`config.mk`:
```
export PLATFORM = sky130hd
export DESIGN_NAME = kbd_port
export DESIGN_NICKNAME = d
export VERILOG_FILES = /design/src/rtl/kbd_pkg.sv /design/src/rtl/kbd_decode.sv /design/src/rtl/kbd_state.sv /design/src/rtl/kbd_rdmux.sv /design/src/rtl/kbd_port.sv
export SDC_FILE = /design/constraint.sdc
export NUM_CORES = 1
export LEC_CHECK = 0
export CORE_AREA = 4 4 41 43
export CTS_CLUSTER_DIAMETER = 40
export DETAILED_ROUTE_END_ITERATION = 12
export DIE_AREA = 0 0 45 47
export DONT_BUFFER_PORTS = 1
export PLACE_DENSITY = 0.66
export SETUP_SLACK_MARGIN = 0.02
export SYNTH_ARGS = -nofsm -noshare
export SYNTH_HDL_FRONTEND = slang
export SYNTH_SLANG_ARGS = --single-unit
```
`constraint.sdc`:
```
create_clock -name clk -period 3.5 [get_ports clk]
set_input_delay 1.05 -clock clk [delete_from_list [all_inputs] [get_ports clk]]
set_output_delay 1.05 -clock clk [all_outputs]
set_load 0.02 [all_outputs]
```
`src/rtl/kbd_pkg.sv`:
```
package kbd_pkg;

    localparam int STAT_RDY_BIT = 0;
    localparam int STAT_OVR_BIT = 1;
    localparam int CTRL_CLR_BIT = 1;
    localparam int CTRL_EN_BIT  = 7;

    typedef struct packed {
        logic en;
        logic ovr;
        logic rdy;
    } kbd_flags_t;

    typedef struct packed {
        logic rd_data;
        logic rd_stat;
        logic wr_ctrl;
    } kbd_sel_t;

endpackage

```
`src/rtl/kbd_decode.sv`:
```
module kbd_decode
    import kbd_pkg::*;
#(
    parameter int ADDR_W    = 10,
    parameter int IO_BASE   = 512,
    parameter int DATA_ADDR = 516,
    parameter int STAT_ADDR = 517
) (
    input  logic              mode_iso,
    input  logic [ADDR_W-1:0] addr,
    input  logic              rd,
    input  logic              wr,
    input  logic              io_sel,
    output kbd_sel_t          sel
);

    localparam logic [ADDR_W-1:0] A_DATA = ADDR_W'(DATA_ADDR);
    localparam logic [ADDR_W-1:0] A_STAT = ADDR_W'(STAT_ADDR);
    localparam logic [ADDR_W-1:0] A_BASE = ADDR_W'(IO_BASE);

    logic in_window;
    logic qualified;
    logic hit_data;
    logic hit_stat;

    always_comb begin
        in_window = (addr >= A_BASE);
        qualified = mode_iso ? io_sel : in_window;
        hit_data  = qualified && (addr == A_DATA);
        hit_stat  = qualified && (addr == A_STAT);
        sel.rd_data = rd && hit_data;
        sel.rd_stat = rd && hit_stat;
        sel.wr_ctrl = wr && hit_stat;
    end

endmodule

```
`src/rtl/kbd_state.sv`:
```
module kbd_state
    import kbd_pkg::*;
#(
    parameter int DW = 8
) (
    input  logic          clk,
    input  logic          rst_n,
    input  kbd_sel_t      sel,
    input  logic [DW-1:0] wdata,
    input  logic [DW-1:0] dev_data,
    input  logic          dev_stb,
    output kbd_flags_t    flags,
    output logic [DW-1:0] data
);

    typedef struct packed {
        kbd_flags_t    f;
        logic [DW-1:0] byte_r;
    } state_t;

    state_t st_d;
    state_t st_q;

    logic capture;
    logic ovr_set;
    logic ovr_clr;

    always_comb begin
        st_d    = st_q;
        capture = st_q.f.en && dev_stb;
        ovr_set = capture && st_q.f.rdy && !sel.rd_data;
        ovr_clr = sel.wr_ctrl && wdata[CTRL_CLR_BIT];

        if (capture) begin
            st_d.byte_r = dev_data;
            st_d.f.rdy  = 1'b1;
        end else if (sel.rd_data) begin
            st_d.f.rdy  = 1'b0;
        end

        if (ovr_set) begin
            st_d.f.ovr = 1'b1;
        end else if (ovr_clr) begin
            st_d.f.ovr = 1'b0;
        end

        if (sel.wr_ctrl) begin
            st_d.f.en = wdata[CTRL_EN_BIT];
        end
    end

    always_ff @(posedge clk or negedge rst_n) begin
        if (!rst_n) begin
            st_q <= '0;
        end else begin
            st_q <= st_d;
        end
    end

    assign flags = st_q.f;
    assign data  = st_q.byte_r;

endmodule

```
`src/rtl/kbd_rdmux.sv`:
```
module kbd_rdmux
    import kbd_pkg::*;
#(
    parameter int DW = 8
) (
    input  kbd_sel_t      sel,
    input  kbd_flags_t    flags,
    input  logic [DW-1:0] data,
    output logic [DW-1:0] rdata
);

    logic [DW-1:0] status;

    always_comb begin
        status               = '0;
        status[STAT_RDY_BIT] = flags.rdy;
        status[STAT_OVR_BIT] = flags.ovr;
        status[CTRL_EN_BIT]  = flags.en;
        if (sel.rd_data) begin
            rdata = data;
        end else if (sel.rd_stat) begin
            rdata = status;
        end else begin
            rdata = '0;
        end
    end

endmodule

```
`src/rtl/kbd_port.sv`:
```
module kbd_port
    import kbd_pkg::*;
#(
    parameter int ADDR_W    = 10,
    parameter int DW        = 8,
    parameter int IO_BASE   = 512,
    parameter int DATA_ADDR = 516,
    parameter int STAT_ADDR = 517
) (
    input  logic              clk,
    input  logic              rst_n,
    input  logic              mode_iso,
    input  logic [ADDR_W-1:0] addr,
    input  logic              rd,
    input  logic              wr,
    input  logic              io_sel,
    input  logic [DW-1:0]     wdata,
    output logic [DW-1:0]     rdata,
    input  logic [DW-1:0]     dev_data,
    input  logic              dev_stb
);

    kbd_sel_t      sel;
    kbd_flags_t    flags;
    logic [DW-1:0] st_data;
    logic          st_rdy;
    logic          st_ovr;
    logic          st_en;

    kbd_decode #(
        .ADDR_W   (ADDR_W),
        .IO_BASE  (IO_BASE),
        .DATA_ADDR(DATA_ADDR),
        .STAT_ADDR(STAT_ADDR)
    ) u_decode (
        .mode_iso(mode_iso),
        .addr    (addr),
        .rd      (rd),
        .wr      (wr),
        .io_sel  (io_sel),
        .sel     (sel)
    );

    kbd_state #(
        .DW(DW)
    ) u_state (
        .clk     (clk),
        .rst_n   (rst_n),
        .sel     (sel),
        .wdata   (wdata),
        .dev_data(dev_data),
        .dev_stb (dev_stb),
        .flags   (flags),
        .data    (st_data)
    );

    kbd_rdmux #(
        .DW(DW)
    ) u_rdmux (
        .sel  (sel),
        .flags(flags),
        .data (st_data),
        .rdata(rdata)
    );

    assign st_rdy = flags.rdy;
    assign st_ovr = flags.ovr;
    assign st_en  = flags.en;

endmodule

```
# Word-level counts from Yosys, hierarchy flattened
# Cells that the tools add are included.
dict set report classes {
  mux 7
  order_cmp 1
  addsub 0
  n_shift 0
  multipliers 0
  bitwise 0
  reduce_logical 12
  eq_ne 2
  div_mod_pow 0
}
# op n
set op_table {}
lappend op_table {{equality test 10 bit, second input constant} 2}
lappend op_table {{2-to-1 mux 8 bit} 2}
lappend op_table {{>= comparator 10 bit, second input constant} 1}
lappend op_table {{logical AND 1 bit} 9}
lappend op_table {{2-to-1 mux 1 bit} 5}
lappend op_table {{nonzero test 2 bit} 2}
lappend op_table {{logical NOT 1 bit} 1}
dict set report word_totals {
  inputBits 33
  rom_bits 0
  regBits 11
  output_inout_bits 8
  memories 0
  latch_bits 0
  ramBits 0
  wordCells 26
}

# Longest topological paths before layout
# Gate-level depths: netlist (run 1).
dict set report depth {
  depth_word 7
  ltp_mapped 5
  ltp_nobuf 4
}

# Hierarchy
# A second synthesis (run 1) with hierarchy kept.
dict set report unflattened {
  cells_unflattened 41
  hier_area_um2 550.5
}
# mod cells_per_inst area_per_inst_um2 n_inst seq_area_each_um2
set by_module_without_submodules {}
lappend by_module_without_submodules {kbd_state 25 410.4 1 275.3}
lappend by_module_without_submodules {kbd_rdmux 9 72.6 1 0.0}
lappend by_module_without_submodules {kbd_decode 7 67.6 1 0.0}

# Worst setup path before layout (run 1)
# OpenSTA, ideal clock, no wires.
dict set report synth_timing {
  path_type {input-to-output}
  from {input port addr[5]}
  to {output port rdata[0]}
  n_path_buf 0
  slack_ns 0.521
  cell_stages 4
  arrival_ns 1.929
  t_required_ns 2.450
  path_cell_list {nor4_4 -> and3_1 -> nand3_1 -> nor2_1}
}
dict set report synth_via {
  elab_chain_len 6
  elab_cells_between_ends 10
  classes_between {order compare (1); eq/ne (2); mux (3); reduce/logical (4)}
}
# element line_no
set synth_lines {}
lappend synth_lines {{start, declared} kbd_port.sv:13} ;# input logic [ADDR_W-1:0] addr,
lappend synth_lines {{>= comparator 10 bit} kbd_decode.sv:27} ;# in_window = (addr >= A_BASE);
lappend synth_lines {{2-to-1 mux 1 bit} kbd_decode.sv:28} ;# qualified = mode_iso ? io_sel : in_window;
lappend synth_lines {{logical AND 1 bit} kbd_decode.sv:30} ;# hit_stat = qualified && (addr == A_STAT);
lappend synth_lines {{logical AND 1 bit} kbd_decode.sv:32} ;# sel.rd_stat = rd && hit_stat;
lappend synth_lines {{2-to-1 mux 8 bit} kbd_rdmux.sv:21} ;# end else if (sel.rd_stat) begin
lappend synth_lines {{2-to-1 mux 8 bit (*)} kbd_rdmux.sv:19} ;# if (sel.rd_data) begin
lappend synth_lines {{end, declared} kbd_port.sv:18} ;# output logic [DW-1:0] rdata,
# Every way passes the cells marked *; elsewhere a longest branch is shown, timed or not.

# Worst setup path after layout (run 1)
# Ends and elaborated chain as after synthesis.

==> key figures, run 1 <==
Outcome
  • Status: finished, final reports clean

Global route
  • GRT Util Overall: approximately an eighth
  • First-pass GRT wire length: ~1.7 mm
  • Initial antenna violation count: 0
  • Vias in the first global route: between 400 and 500
  • Largest net degree at the start of global routing: 12
  • Total congestion overflow: 0

STA
  • Worst hold slack: 0.472 ns
  • RSZ-0062 raised after global routing: no
  • Tightest Pin Transition: around 0.40 ns
  • Max-slew violations: 0
  • Fin Clk Skew: 0.00280 ns
  • Min cycle time layout: slightly above 3 ns
  • Final hold viol count: 0
  • Fmax: 323 MHz
  • Period utilization: 88.6%
  • Slew HR: between 70% and 80%
  • Setup-failing EPs final: 0
  • Setup TNS: 0 ns

Clock tree
  • Num CTS Buffers: 3
  • CTS tree: done
  • Worst-Skew Late Latency: about 0.27 ns
  • Clock sink count: 11
  • CTS Hold Bufs: 0
  • Root Buffer: clkbuf_4
  • Clock slew at reported path FFs: 0.07 ns
  • Post_cts resized: 0
  • CTS max path bufs: 2
  • Post-CTS Setup Inserts: 0
  • Htree depth: 1

Worst setup path
  • Critical R2R Launch: u_state.flags[2]
  • Setup crit end kind: output port
  • R2R Setup Slk: 2.30 ns
  • Critical path launch point type: input port
  • CP max FO: 3
  • R2r worst-path depth: 2
  • Worst Path Class, Setup: in2out
  • Worst r2r dst: u_state.data[3]
  • WP data arrival: 2.05 ns
  • Worst EP required: approximately 2.5 ns

Drt
  • Drt via density: between 5 and 6
  • Post-Route WL: about 1.1 mm
  • Via Count: 394
  • Iteration-0 DRC Markers: 3
  • DRT Pass-1 Iters: 4
  • # DRC: 0
  • Wire length per cell: ~16 um
  • Antenna Nets Post-Route: 0

Floorplanning
  • Core area: between 1000 and 1500 um2
  • # IOs: slightly above 40
  • Die area: around 2100 um2
  • Initial Util: between 40 and 50%
  • # rows: 13
  • Die span in x: 45 um
  • Die H: 47 um

Placement
  • IO Port Bufs: 0
  • Routability Congestion: roughly 0.7

Cells and area
  • Ant diodes: 0
  • Area growth, synth to finish: 5.54%
  • Filler cells: ~140
  • Nets@finish: 87
  • Share of layout cells above drive strength 1: 32.1%

Synth
  • Post-synth top area share: approximately 45%
  • Synth Register Bits: 11
  • Syn avg cell area: around 12 um2
  • Mapped cell area: 609 um2
  • Syn Inst Count: 50
  • Yosys cell types: 21
  • Post-synth EDFFs: 0
  • Post-synth net total: between 80 and 90
  • Synth area leaders: dfrtp_1, mux2_2, and2_1
  • Asr flop ratio synth: 100%
  • Most common library cells after synthesis: dfrtp_1, mux2_2, and2_1, nand2_1
  • Register area share after synthesis: between 40% and 50%
  • Post-synth top area cell: dfrtp_1
  • Warnings from Yosys: 0
  • Most common cell in the synthesized netlist: dfrtp_1
  • Ys flop type: dfrtp_1

Run
  • Max Cap Viol: 0

Power
  • Max VDD drop: roughly 0.00024 V
  • PD cells: between 300 and 400 nW/um2
  • Total power: 243 uW
  • Leakage power: 0.303 nW

Worst hold path
  • Hold crit path type: in2async
==> power breakdown <==
part	switching, mW	leakage (nW)	internal [mW]
clock	0.0404	0.0150	0.0441
sequential	0.00453	0.152	0.136
combinational	0.00583	0.137	0.0121
==> metal layers <==
| layer | routed length, um | part of all wire (%) | up-vias | GRT usage (%) |
|---|---|---|---|---|
| li1 | - | - | 184 | - |
| met1 | 451 | 42 | 184 | 13.1 |
| met2 | 485 | 45 | 22 | 17.8 |
| met3 | 123 | 11 | 4 | 4.98 |
| met4 | 21 | 1.9 | 0 | 8.77 |
| met5 | 0 | 0 | - | 0 |
==> cell usage in the layout (no fill, tap or decap) <==
master,count
dfrtp_1,11
mux2_2,8
and2_1,5
nand2_1,5
mux2i_1,3
nor2_1,3
clkbuf_4,3
nor3b_2,1
nand2b_1,1
nor4_4,1
nor4bb_4,1
and4_4,1
nor2b_1,1
and3_1,1
nand3_1,1
nor3_2,1
mux2_1,1
nand2b_2,1
inv_1,1
o41ai_1,1
o21ai_1,1
clkbuf_1,1
==> area by class of cell <==
class | count | area (um2) | area share (%)
multi-input cells | 37 | 319 | 49.6
inverters | 1 | 3.75 | 0.584
flip-flops and latches | 11 | 275 | 42.8
clock buffers | 4 | 26.3 | 4.09
well taps | 15 | 18.8 | 2.92
==> critical path, stage by stage <==
cell,delay (ns)
nor4_4,0.29
and3_1,0.19
nand3_1,0.15
nor2_1,0.38
==> cells by family (layout without fill, tap and decap cells) <==
kind of cell           after synthesis  after routing  synth area share (%)
flip-flops                          11             11                  45.2
AND/OR/NAND/NOR                     23             23                  28.5
AO/OA/AOI/OAI                        2              2                  2.26
buffers and inverters                2              5                  2.46
multiplexers                        12             12                  21.6
==> state kept, by name, summed over array words and instances, names as in the netlist <==
signal and flops:
u_state.data 8, u_state.flags 3
==> stage by stage <==
step                util, %  worst slack [ns]  instance area (um2)  cells
floorplan                 -             0.521                  609     50
global placement       47.4             0.407                  617     64
detailed placement     47.4             0.396                  617     64
CTS                    49.4             0.394                  643     68
global route           49.4             0.337                  643     68
finish                 49.4             0.400                  643     68
==> worst max path at each step <==
stage,start,to,slack (ns)
finish,addr[5],rdata[0],0.40
global route,addr[5],rdata[0],0.34
CTS,addr[5],rdata[0],0.39
detailed placement,addr[5],rdata[0],0.40
global placement,addr[5],rdata[0],0.41
floorplan,addr[5],rdata[0],0.52
Note: power is estimated with default switching activity, not from simulation.
==> run 2, diff against run 1 <==
Settings changed: CELL_PAD_IN_SITES_DETAIL_PLACEMENT from default to 1, CELL_PAD_IN_SITES_GLOBAL_PLACEMENT from default to 2, CORE_AREA 4 4 41 43 to default, CORE_MARGIN from default to 4, CORE_UTILIZATION from default to 35, DIE_AREA 0 0 45 47 to default, PLACE_DENSITY 0.66 to 0.83, SETUP_SLACK_MARGIN 0.02 to default.
==> run 2 against run 1 <==
Against the previous run:
- global-route usage decreased by 0.58 points
- clock power increased by 1%
- routed wire length rose by 9.3%
- power grew 0.65%
- worst setup slack improved by 0.024 ns
- largest cell class unchanged
- hold slack worse by 0.0028 ns
- clock skew up 0.0031 ns
- sequential power about the same
- fmax is 0.77% higher
==> key figures, run 2 (synthesis results as in run 1) <==
Worst setup path
  • WP data arrival: about 2.0 ns
  • Worst EP required: ~2.5 ns
  • Worst Path Class, Setup: in2out
  • Crit path launch: addr[5]
  • Worst r2r dst: u_state.data[0]
  • R2r worst-path depth: 2
  • Crit path capture: rdata[0]
  • R2R Setup Slk: 2.30 ns
  • CP max FO: 3
  • Critical R2R Launch: u_state.flags[2]
  • Setup crit end kind: output port
  • Critical path launch point type: input port

Global route
  • Vias in the first global route: about 470
  • First-pass GRT wire length: 2.04 mm
  • GRT Util Overall: approximately 11%
  • Total congestion overflow: 0
  • Largest net degree at the start of global routing: 12
  • Initial antenna violation count: 0

Cells and area
  • Commonest non-fill, non-tap cells in the layout: dfrtp_1, mux2_2, and2_1, nand2_1
  • Ant diodes: 0
  • Area growth, synth to finish: 5.75%
  • Most common cell after layout, fill and taps aside: dfrtp_1
  • Max reg flops: 8
  • Share of layout cells above drive strength 1: 32.1%
  • Nets@finish: 87

Clock tree
  • Worst-Skew Late Latency: 0.27 ns
  • Num CTS Buffers: 3
  • CTS tree: done
  • CTS max path bufs: 2
  • Htree depth: 1
  • Clock sink count: 11
  • Post_cts resized: 0
  • Root Buffer: clkbuf_4
  • Clock slew at reported path FFs: 0.07 ns
  • Post-CTS Setup Inserts: 0
  • CTS Hold Bufs: 0

Floorplanning
  • Die span in x: ~50 um
  • Die H: just under 50 um
  • Core area: between 1500 and 2000 um2
  • # rows: 14
  • # IOs: 41
  • Initial Util: between 30% and 40%
  • Die area: 2470 um2

STA
  • Min cycle time layout: just over 3 ns
  • Fmax: 325 MHz
  • Period utilization: between 80% and 90%
  • Fin Clk Skew: 0.00590 ns
  • Setup TNS: 0 ns
  • Max-slew violations: 0
  • Worst hold slack: between 0.4 and 0.5 ns
  • RSZ-0062 raised after global routing: no
  • Setup-failing EPs final: 0
  • Tightest Pin Transition: 0.397 ns
  • Slew HR: around three quarters
  • Final hold viol count: 0

Drt
  • Iteration-0 DRC Markers: 1
  • Post-Route WL: about 1.2 mm
  • Wire length per cell: 17.1 um
  • Via Count: a little under 400
  • Drt via density: 5.75
  • Antenna Nets Post-Route: 0
  • DRT Pass-1 Iters: 2
  • # DRC: 0

Placement
  • Routability Congestion: approximately 0.66
  • Dpl hpwl: approximately 980 um
  • IO Port Bufs: 0

Outcome
  • Status: finished, final reports clean

Power
  • Leakage power: between 0.3 and 0.4 nW
  • Max VDD drop: between 0.00015 and 0.0002 V
  • PD cells: roughly 380 nW/um2

Run
  • Max Cap Viol: 0

Worst hold path
  • Hold crit path type: in2async
-- run 2: cell counts in the layout (fill, tap and decap cells not counted) --
Identical to the previous run, type by type.
-- run 2: per-stage QoR --
stage          utilization [%]  std cells  power (mW)  setup WS, ns  instance area [um2]
4_1_cts                   40.9         69       0.251         0.398                  644
6_report                  40.9         69       0.245         0.424                  644
3_5_place_dp              39.2         65       0.162         0.404                  618
3_3_place_gp              39.2         65       0.161         0.401                  618
5_1_grt                   40.9         69       0.260         0.336                  644
2_1_floorplan                -         50       0.161         0.521                  609
-- run 2: power breakdown --
group | internal [mW] | total (mW) | switching [mW]
combinational | 0.0122 | 0.0184 | 0.00627
sequential | 0.136 | 0.141 | 0.00470
clock | 0.0441 | 0.0855 | 0.0415
-- run 2: critical path: stages --
cell	delay, ns
nor4_4	0.29
and3_1	0.20
nand3_1	0.12
nor2_1	0.36
-- run 2: worst min path at each step --
stage                     slack, ns              from                to
after floorplan                0.47  u_state.flags[1]  u_state.flags[1]
final                          0.47             rst_n   u_state.data[1]
after CTS                      0.46             rst_n   u_state.data[1]
after global placement         0.48   u_state.data[3]   u_state.data[3]
after detailed placement       0.49   u_state.data[3]   u_state.data[3]
after global routing           0.45             rst_n   u_state.data[1]
-- run 2: per-layer routing --
layer	global-route usage, %	part of all wire [%]	up-vias
li1	-	-	181
met5	0	0	-
met2	18.5	48	27
met3	5.72	13	4
met4	6.91	2.5	0
met1	10.8	37	185
-- run 2: final cells by class --
| type | count | area (um2) |
|---|---|---|
| Fill cell | 180 | 932 |
| Multi-Input combinational cell | 37 | 319 |
| Sequential cell | 11 | 275 |
| Clock buffer | 4 | 26.3 |
| Tap cell | 16 | 20.0 |
| Inverter | 1 | 3.75 |
==> run 3, diff against run 2 <==
Settings changed: BUFFER_PORTS_ARGS from default to -buffer_cell sky130_fd_sc_hd__buf_2, CORE_UTILIZATION 35 to 24, DONT_BUFFER_PORTS 1 to default, PLACE_DENSITY 0.83 to 0.87.
Clock period 3.5 ns to 3.6 ns, I/O delays scaled along.
==> run 3 against run 2 <==
Against the previous run:
- register-to-register slack better by 0.09 ns
- routed wire length grew 20%
- non-clock buffer count up 34
- core utilization fell by 5.0 points
- combinational power up 100%
==> key figures, run 3 (synthesis results as in run 1) <==
Power
  • Max VDD drop: 0.000185 V
  • Leakage power: ~0.45 nW
  • P_sw: 61.5 uW
  • Reg power frac: a little over half
  • Clk pwr share: 32.3%
  • Switching Share: 24.0%
  • Cell internal pwr: approximately 200 uW
  • PD cells: just over 300 nW/um2
  • Comb pwr share: between 10% and 20%

STA
  • Worst hold slack: between 0.5 and 0.6 ns
  • RSZ-0062 raised after global routing: no
  • Tightest Pin Transition: between 0.4 and 0.5 ns
  • Setup-failing EPs final: 0
  • Max-slew violations: 0
  • Slew HR: between 70% and 80%
  • Min cycle time layout: roughly 3.2 ns
  • Fin Clk Skew: roughly 0.0016 ns
  • Final hold viol count: 0
  • Fmax: 312 MHz
  • Period utilization: 89.1%
  • Final Worst Setup Slack: just under 0.4 ns
  • Setup TNS: 0 ns

Clock tree
  • Root Buffer: clkbuf_4
  • Clock sink count: 11
  • Htree depth: 1
  • CTS tree: done
  • CTS max path bufs: 2
  • Num CTS Buffers: 3
  • Clock slew at reported path FFs: roughly 0.070 ns
  • CTS Hold Bufs: 0
  • Worst-Skew Late Latency: 0.27 ns
  • Post-CTS Setup Inserts: 0
  • Post_cts resized: 0

Worst setup path
  • WP data arrival: 2.13 ns
  • Worst r2r dst: u_state.data[2]
  • R2R Setup Slk: around 2.4 ns
  • Critical path launch point type: input port
  • Setup crit end kind: output port
  • R2r worst-path depth: 2
  • Worst Path Class, Setup: in2out
  • Crit path launch: addr[5]
  • CP max FO: 3
  • Critical R2R Launch: u_state.flags[2]
  • Worst EP required: 2.52 ns
  • Crit path capture: rdata[0]

Floorplanning
  • # IOs: 41
  • Initial Util: between 20% and 30%
  • Core area: 2320 um2
  • Die H: around 58 um
  • Die area: ~3400 um2
  • Die span in x: 58.4 um
  • # rows: 17

Global route
  • First-pass GRT wire length: ~2.3 mm
  • Top Usage Layer GRT: met2
  • Largest net degree at the start of global routing: 12
  • GR Layer Usage met3: around 2.4%
  • Initial antenna violation count: 0
  • M2 GR Usage: between 10% and 20%
  • GRT Util Overall: between 8 and 9%
  • Met1 usage: 10.2%
  • Total congestion overflow: 0
  • Vias in the first global route: 558

Drt
  • Iteration-0 DRC Markers: 2
  • Wire length per cell: 12.4 um
  • Drt via density: 4.53
  • Antenna Nets Post-Route: 0
  • # DRC: 0
  • DRT Pass-1 Iters: 2
  • Via Count: approximately 520
  • Post-Route WL: 1.42 mm

Run
  • Max Cap Viol: 0

Cells and area
  • Area growth, synth to finish: 36.3%
  • Nets@finish: about 120
  • Layout Utilization: a little over a third
  • Ant diodes: 0
  • Filler cells: approximately 280
  • Max reg flops: 8
  • Commonest non-fill, non-tap cells in the layout: buf_2, dfrtp_1, mux2_2
  • Share of layout cells above drive strength 1: 59.8%
  • Most common cell after layout, fill and taps aside: buf_2

Worst hold path
  • Hold crit path type: reg2reg

Placement
  • Dpl hpwl: 1.24 mm
  • Routability Congestion: 0.656
  • Pre-CTS setup slack: around 0.37 ns
  • IO Port Bufs: 34

Outcome
  • Status: finished, final reports clean
[run 3: worst min path at each step]
stage,endpoint,from,cells past startpoint
2_1_floorplan,u_state.flags[1],u_state.flags[1],2
3_3_place_gp,u_state.data[2],u_state.data[2],1
5_1_grt,u_state.data[3],u_state.data[3],1
3_5_place_dp,u_state.data[4],u_state.data[4],1
4_1_cts,u_state.data[4],u_state.data[4],1
6_report,u_state.data[6],u_state.data[6],1
[run 3: power groups by stage]
stage          combinational (mW)  clock [mW]  sequential [mW]
5_1_grt                    0.0413      0.0976            0.138
6_report                   0.0368      0.0829            0.137
4_1_cts                    0.0378      0.0904            0.137
2_1_floorplan              0.0185           0            0.138
3_3_place_gp               0.0361           0            0.139
3_5_place_dp               0.0375           0            0.140
[run 3: through the flow]
stage | area, um2 | instances | power, mW
final | 831 | 115 | 0.257
after global routing | 831 | 115 | 0.277
after CTS | 831 | 115 | 0.265
after detailed placement | 803 | 111 | 0.177
after global placement | 803 | 111 | 0.175
after floorplan | 609 | 50 | 0.156
[run 3: metal layers]
layer,vias up,share of wire [%],wire length [um]
met5,-,0,0
met4,0,2.0,28
met3,3,7.9,113
met2,25,50,716
met1,242,40,566
li1,251,-,-
[run 3: layout make-up]
type | instances | area, um2 | share of cell area, %
flip-flops and latches | 11 | 275 | 33.1
repair buffers | 34 | 170 | 20.5
clock inverters | 1 | 5.00 | 0.602
well taps | 28 | 35.0 | 4.22
multi-input cells | 37 | 319 | 38.4
clock buffers | 3 | 22.5 | 2.71
inverters | 1 | 3.75 | 0.452
[run 3: worst max-delay path, stage by stage]
cell,delay (ns)
buf_2,0.11
nor4_4,0.30
and3_1,0.20
nand3_1,0.13
nor2_1,0.13
buf_2,0.17
